## config.mk

```make
export PLATFORM = sky130hd
export DESIGN_NAME = hrpwm_core
export DESIGN_NICKNAME = d
export VERILOG_FILES = /design/src/rtl/hrpwm_pkg.sv /design/src/rtl/hrpwm_shadow.sv /design/src/rtl/hrpwm_timebase.sv /design/src/rtl/hrpwm_edge.sv /design/src/rtl/hrpwm_core.sv
export SDC_FILE = /design/constraint.sdc
export NUM_CORES = 1
export LEC_CHECK = 0
export BUFFER_PORTS_ARGS = -buffer_cell sky130_fd_sc_hd__buf_2
export CAP_MARGIN = 5
export CORE_AREA = 2 2 85 87
export CTS_CLUSTER_DIAMETER = 150
export DETAILED_ROUTE_END_ITERATION = 10
export DIE_AREA = 0 0 87 89
export PLACE_DENSITY = 0.62
export SLEW_MARGIN = 10
export SYNTH_ARGS = -nofsm -noshare
export SYNTH_HDL_FRONTEND = slang
export SYNTH_SLANG_ARGS = --single-unit
```

## constraint.sdc

```tcl
create_clock -name clk -period 6.9 [get_ports clk]
set_clock_uncertainty 0.15 [all_clocks]
set_input_delay 1.035 -clock clk [delete_from_list [all_inputs] [get_ports clk]]
set_output_delay 1.035 -clock clk [all_outputs]
set_load 0.02 [all_outputs]
```

## src/rtl/hrpwm_pkg.sv

```systemverilog
package hrpwm_pkg;

    // Width of the loop counter, period maximum and coarse compare field.
    localparam int LOOP_W  = 8;
    // Width of the fine compare field; covers the longest loop (2^7 ticks).
    localparam int FINE_W  = 7;
    // Width of the prescaler code.
    localparam int SEL_W   = 2;
    // Shortest loop exponent, selected by code 0.
    localparam int SHIFT_MIN = 5;
    // Longest loop exponent; codes at or past this value saturate.
    localparam int SHIFT_MAX = 7;
    // Width of an absolute tick position inside a period.
    localparam int POS_W   = LOOP_W + FINE_W;

    typedef logic [LOOP_W-1:0] loop_t;
    typedef logic [FINE_W-1:0] fine_t;
    typedef logic [POS_W-1:0]  pos_t;

    typedef struct packed {
        logic [SEL_W-1:0] sel;
        loop_t            per_max;
        loop_t            cmp_loop;
        fine_t            cmp_fine;
    } pwm_cfg_t;

    // Loop exponent P for a prescaler code.
    function automatic logic [2:0] sel_shift(input logic [SEL_W-1:0] sel);
        int s;
        s = SHIFT_MIN + int'(sel);
        if (s > SHIFT_MAX) s = SHIFT_MAX;
        return 3'(s);
    endfunction

    // Index of the last fine tick in a loop: 2^P - 1.
    function automatic fine_t fine_last(input logic [SEL_W-1:0] sel);
        logic [FINE_W:0] t;
        t = (FINE_W+1)'((FINE_W+1)'(1) << sel_shift(sel)) - (FINE_W+1)'(1);
        return t[FINE_W-1:0];
    endfunction

    // Absolute tick position of a (loop, fine) pair.
    function automatic pos_t tick_pos(input loop_t lp, input fine_t fn,
                                      input logic [SEL_W-1:0] sel);
        return (POS_W'(lp) << sel_shift(sel)) | POS_W'(fn);
    endfunction

    // Tick position at which the output falls.
    function automatic pos_t fall_pos(input pwm_cfg_t c);
        return tick_pos(c.cmp_loop, c.cmp_fine & fine_last(c.sel), c.sel);
    endfunction

endpackage

```

## src/rtl/hrpwm_shadow.sv

```systemverilog
module hrpwm_shadow
    import hrpwm_pkg::*;
(
    input  logic     clk,
    input  logic     rst,
    input  logic     load,
    input  pwm_cfg_t cfg_in,
    output pwm_cfg_t cfg_q,
    output pwm_cfg_t cfg_d
);

    // Next active configuration: the inputs on a period start, else hold.
    always_comb begin
        cfg_d = load ? cfg_in : cfg_q;
    end

    always_ff @(posedge clk) begin
        if (rst) begin
            cfg_q <= '0;
        end else begin
            cfg_q <= cfg_d;
        end
    end

endmodule

```

## src/rtl/hrpwm_timebase.sv

```systemverilog
module hrpwm_timebase
    import hrpwm_pkg::*;
(
    input  logic             clk,
    input  logic             rst,
    input  logic             en,
    input  logic [SEL_W-1:0] act_sel,
    input  loop_t            act_max,
    output fine_t            fine_q,
    output loop_t            loop_q,
    output logic             run_q,
    output fine_t            fine_d,
    output loop_t            loop_d,
    output logic             load,
    output logic             wrap
);

    fine_t fine_end;
    logic  at_last;
    logic  start;
    logic  run_d;

    always_comb begin
        fine_end = fine_last(act_sel);
        at_last  = run_q && (fine_q == fine_end) && (loop_q == act_max);
        start    = en && !run_q;
        wrap     = en && at_last;
        load     = start || wrap;
    end

    always_comb begin
        if (!en) begin
            fine_d = '0;
            loop_d = '0;
            run_d  = 1'b0;
        end else if (load) begin
            fine_d = '0;
            loop_d = '0;
            run_d  = 1'b1;
        end else if (fine_q == fine_end) begin
            fine_d = '0;
            loop_d = loop_q + loop_t'(1);
            run_d  = 1'b1;
        end else begin
            fine_d = fine_q + fine_t'(1);
            loop_d = loop_q;
            run_d  = 1'b1;
        end
    end

    always_ff @(posedge clk) begin
        if (rst) begin
            fine_q <= '0;
            loop_q <= '0;
            run_q  <= 1'b0;
        end else begin
            fine_q <= fine_d;
            loop_q <= loop_d;
            run_q  <= run_d;
        end
    end

    // The loop counter never passes the active maximum.
    p_loop_in_range_r2: assert property (@(posedge clk) disable iff (rst)
        run_q |-> (loop_q <= act_max));

    // The fine counter stays inside the selected loop length.
    p_fine_in_range_r3: assert property (@(posedge clk) disable iff (rst)
        run_q |-> (fine_q <= fine_last(act_sel)));

endmodule

```

## src/rtl/hrpwm_edge.sv

```systemverilog
module hrpwm_edge
    import hrpwm_pkg::*;
(
    input  logic     clk,
    input  logic     rst,
    input  logic     en,
    input  pwm_cfg_t cfg_d,
    input  fine_t    fine_d,
    input  loop_t    loop_d,
    input  logic     wrap,
    input  fine_t    fine_q,
    input  loop_t    loop_q,
    output logic     pwm_q,
    output logic     end_q
);

    logic level_d;

    // The output is high while the next tick position is below the edge.
    always_comb begin
        level_d = en && (tick_pos(loop_d, fine_d, cfg_d.sel) < fall_pos(cfg_d));
    end

    always_ff @(posedge clk) begin
        if (rst) begin
            pwm_q <= 1'b0;
            end_q <= 1'b0;
        end else begin
            pwm_q <= level_d;
            end_q <= wrap;
        end
    end

    p_strobe_single_r10: assert property (@(posedge clk) disable iff (rst)
        end_q |=> !end_q);

    p_strobe_at_origin_r2: assert property (@(posedge clk) disable iff (rst)
        end_q |-> (fine_q == '0 && loop_q == '0));

    p_rise_at_origin_r4: assert property (@(posedge clk) disable iff (rst)
        $rose(pwm_q) |-> (fine_q == '0 && loop_q == '0));

    p_idle_quiet_r9: assert property (@(posedge clk) disable iff (rst)
        !en |=> (!pwm_q && !end_q));

endmodule

```

## src/rtl/hrpwm_core.sv

```systemverilog
module hrpwm_core
    import hrpwm_pkg::*;
(
    input  logic                  clk,
    input  logic                  rst,
    input  logic                  en,
    input  logic [SEL_W-1:0]      pre_sel,
    input  logic [LOOP_W-1:0]     per_max,
    input  logic [LOOP_W-1:0]     cmp_loop,
    input  logic [FINE_W-1:0]     cmp_fine,
    output logic                  pwm_o,
    output logic                  period_end_o
);

    pwm_cfg_t cfg_in;
    pwm_cfg_t cfg_q;
    pwm_cfg_t cfg_d;
    fine_t    fine_q;
    fine_t    fine_d;
    loop_t    loop_q;
    loop_t    loop_d;
    logic     run_q;
    logic     load;
    logic     wrap;

    always_comb begin
        cfg_in.sel      = pre_sel;
        cfg_in.per_max  = per_max;
        cfg_in.cmp_loop = cmp_loop;
        cfg_in.cmp_fine = cmp_fine;
    end

    hrpwm_shadow u_shadow (
        .clk    (clk),
        .rst    (rst),
        .load   (load),
        .cfg_in (cfg_in),
        .cfg_q  (cfg_q),
        .cfg_d  (cfg_d)
    );

    hrpwm_timebase u_timebase (
        .clk     (clk),
        .rst     (rst),
        .en      (en),
        .act_sel (cfg_q.sel),
        .act_max (cfg_q.per_max),
        .fine_q  (fine_q),
        .loop_q  (loop_q),
        .run_q   (run_q),
        .fine_d  (fine_d),
        .loop_d  (loop_d),
        .load    (load),
        .wrap    (wrap)
    );

    hrpwm_edge u_edge (
        .clk    (clk),
        .rst    (rst),
        .en     (en),
        .cfg_d  (cfg_d),
        .fine_d (fine_d),
        .loop_d (loop_d),
        .wrap   (wrap),
        .fine_q (fine_q),
        .loop_q (loop_q),
        .pwm_q  (pwm_o),
        .end_q  (period_end_o)
    );

    // Settings stay frozen for the whole of a running period.
    p_cfg_frozen_r8: assert property (@(posedge clk) disable iff (rst)
        (run_q && en && !wrap) |=> $stable(cfg_q));

endmodule

```

==> impl_metrics.csv <==
group,metric,value,unit
final_layout,num-fill-cells,680,
synth,synth.avg_cell_area,8.12,um2
clocking,worst_skew_pair.late_latency,0.30,ns
worst_setup_path,slowest_stage,"mux2i_1",
route,drt-total-wl,6790,um
sta,period_share,0.744,
synth,ys_seq_area_frac,0.320,
power,ir_worst_vdd,0.0918,mV
synth,yosys.area_share.simple,0.227,
sta,fin_tns_setup,0,ns
global_routing,grt_pass1_wl,11500,um
synth,synth_edf_count,0,
power,p_sw_frac,0.298,
worst_hold_path,min_to,"u_shadow.cfg_q[0]",
power,pwr-share-clk,0.304,
clocking,cts.sinks,43,
synth,synth_top_family_by_area,"simple AND/OR/NAND/NOR gates",
worst_setup_path,cp_data_required_time,6.93,ns
synth,ys_seq_elements,43,
power,combPwrFrac,0.191,
clocking,cts_resized,0,
floorplanning,ioPinCount,30,
clocking,cts_max_path_buffers,2,
floorplanning,dieWidth,87,um
floorplanning,die_y,89,um
synth,yosys_warnings,0,
synth,async_flop_share,0,
sta,setup_viol,0,
final_layout,areaGrowthSynthToFinish,8.71,%
synth,synth_top_area_cell,"dfxtp_1",
sta,slew_viol_final,0,
final_layout,multi_input_area,1690,um2
global_routing,grt.total_usage,0.189,
global_routing,grt_overflow,0,
clocking,h-tree-depth,2,
worst_setup_path,cp-end-kind,"register",
power,power.switching,157,uW
place,place.detailed.hpwl,5080,um
synth,synth_adder_area_share,0.0792,
synth,synth-xor-area-share,0.0489,
worst_setup_path,path_buf_inv,0,
worst_setup_path,worst_r2r_endpoint,"u_edge.pwm_q",
final_layout,drive_above_1_share,0.123,
route,avgViaCountPerCell,5.79,
worst_setup_path,critPathMaxStageDelay,0.80,ns
synth,syn_inst,331,
worst_setup_path,r2r_slack,1.76,ns
worst_hold_path,holdPathStages,2,
power,p_int,369,uW
route,drt-pass1-iter-count,5,
sta,fin_crit,5.14,ns
synth,synth_top_area_share,0.320,
clocking,cts-root-buf,"clkbuf_8",
worst_hold_path,hold_path_class,"register to register",
synth,synth-compound-area-share,0.215,
floorplanning,initial_core_util,0.400,
global_routing,grt_max_degree,44,
worst_setup_path,path_depth,14,
synth,netlist_area,2690,um2
power,power.leakage,0.00118,uW
global_routing,grt_pass1_vias,2346,
worst_setup_path,reg2regPathDepth,14,
final_layout,nNetsFinal,395,
sta,fmax,0.195,GHz
place,port_buffers,29,
final_layout,layout.area.seq,861,um2
route,vias,2496,
power,p_total,526,uW
clocking,cts_hold_buf,0,
sta,rsz0062_at_grt,"no",
flow_run,cap_viol_max_count,0,
floorplanning,dieArea,7740,um2
floorplanning,core,6720,um2
sta,relSlewSlack,0.325,
worst_setup_path,crit_family,"compound AO/OA/AOI/OAI gates",
power,power_density,180,nW/um2
power,seqPwrFrac,0.504,
worst_setup_path,crit_path_frequent_cell,"ha_1",
outcome,status,"completed",
synth,synth_mux_area_frac,0.0601,
synth,synth_flop_cell,"dfxtp_1",
worst_setup_path,crit_fanout,15,
synth,synthesis.nets,376,
clocking,clk_pin_slew,0.08,ns
route,ant_nets,0,
synth,synth_most_common_cell,"nand2_1",
final_layout,antenna_cells,0,
place,gp_congestion,0.901,
floorplanning,row_count,30,
clocking,cts_setup_buffers,0,
worst_setup_path,arrival,5.16,ns
synth,synth_cell_types,49,
global_routing,grt_antenna_before_repair,0,
worst_setup_path,crit_path_cell_trace,"nor2_1 > ha_1 > xor2_1 > o2111ai_1 > o22ai_4 > mux2i_1 > a222oi_1 > mux2_1 > ha_1 > and3_1 > nand3_1 > or2_2 > a31oi_1 > a211oi_1",
worst_setup_path,reg2reg_from,"u_shadow.cfg_q[24]",
sta,hold_viol,0,
route,drt_iter0_drc,349,
worst_setup_path,crit_path_start_kind,"register",
synth,synth_area_leaders,"dfxtp_1 32%, ha_1 7.9%, nand2_1 6.7%",
sta,worstMarginPinSlew,1.01,ns
synth,ys_top_cells_by_count,"48 x nand2_1, 43 x dfxtp_1, 33 x nor2_1",
route,post_drt_wl_per_cell,15.8,um
worst_setup_path,critPathKind,"register to register",
route,drc,0,
clocking,cts_made_buffers,5,
clocking,cts_tree,"built",
worst_hold_path,hold_path_startpoint,"u_shadow.cfg_q[0]",
[per-stage QoR]
step	instance area, um2	hold WS [ns]	setup WS, ns	std cells	utilization
2_1_floorplan	2690	0.278	3.19	331	-
3_3_place_gp	2840	0.288	1.98	423	0.422
3_5_place_dp	2840	0.305	1.87	423	0.422
4_1_cts	2920	0.315	1.85	431	0.435
5_1_grt	2920	0.338	1.35	431	0.435
6_report	2920	0.315	1.76	431	0.435
[worst max path at each step]
stage	start	endpoint	slack, ns
final	u_shadow.cfg_q[24]	u_edge.pwm_q	1.76
after global routing	u_shadow.cfg_q[24]	u_edge.pwm_q	1.35
after CTS	u_shadow.cfg_q[24]	u_edge.pwm_q	1.85
after detailed placement	u_shadow.cfg_q[24]	u_edge.pwm_q	1.87
after global placement	u_shadow.cfg_q[24]	u_edge.pwm_q	1.98
after floorplan	u_shadow.cfg_q[24]	u_edge.pwm_q	3.19
[cells in the final DEF, fill, tap and decap left out, types with 5 or more instances in the layout]
master / instances
nand2_1: 48
dfxtp_1: 43
nor2_1: 33
buf_2: 29
a21oi_1: 26
ha_1: 17
o21ai_0: 13
xnor2_1: 10
nand3_1: 10
nor2b_1: 10
nor3_1: 9
mux2i_1: 9
a222oi_1: 8
and3_1: 7
inv_1: 6
xor2_1: 5
clkbuf_8: 5
[state kept, by name, indices dropped and copies added (netlist names)]
| name | count |
|---|---|
| u_edge.end_q | 1 |
| u_edge.pwm_q | 1 |
| u_shadow.cfg_q | 25 |
| u_timebase.fine_q | 7 |
| u_timebase.loop_q | 8 |
| u_timebase.run_q | 1 |
[layer usage]
layer | track usage | wire length, um | vias up
li1 | - | - | 1237
met5 | 0 | 0 | -
met4 | 0.0739 | 130 | 0
met2 | 0.282 | 2950 | 107
met1 | 0.266 | 3150 | 1139
met3 | 0.0379 | 562 | 13
[final cells by class]
type	instances	share of cell area
clock buffer	6	0.0249
clock inverter	2	0.00428
timing repair buffer	31	0.0548
multi-input combinational	263	0.579
sequential	43	0.295
tap	80	0.0343
inverter	6	0.00771
[kinds of logic after synthesis]
logic type,count (synthesis)
AO/OA/AOI/OAI,84
XOR/XNOR,15
adder cells (fa/ha/maj),17
buffers and inverters,25
flip-flops,43
multiplexers,15
AND/OR/NAND/NOR,132
[worst register-to-register path: cells and delay by family (launching register included)]
family                     cells  cell delay, ns
AOI/OAI and AO/OA              5            1.44
xor gates and xnor gates       1            0.19
adders and majority gates      2            0.63
DFF                            1            0.42
muxes                          2            1.16
and+or+nand+nor                4            1.04
[power groups by stage]
stage	Sequential (uW)	Clock, uW	Combinational, uW
finish	265	160	101
floorplan	269	0	75.3
CTS	265	164	99.8
detailed placement	271	0	99.5
global route	267	177	113
global placement	271	0	99.0
Note: power is estimated with default switching activity, not from simulation.
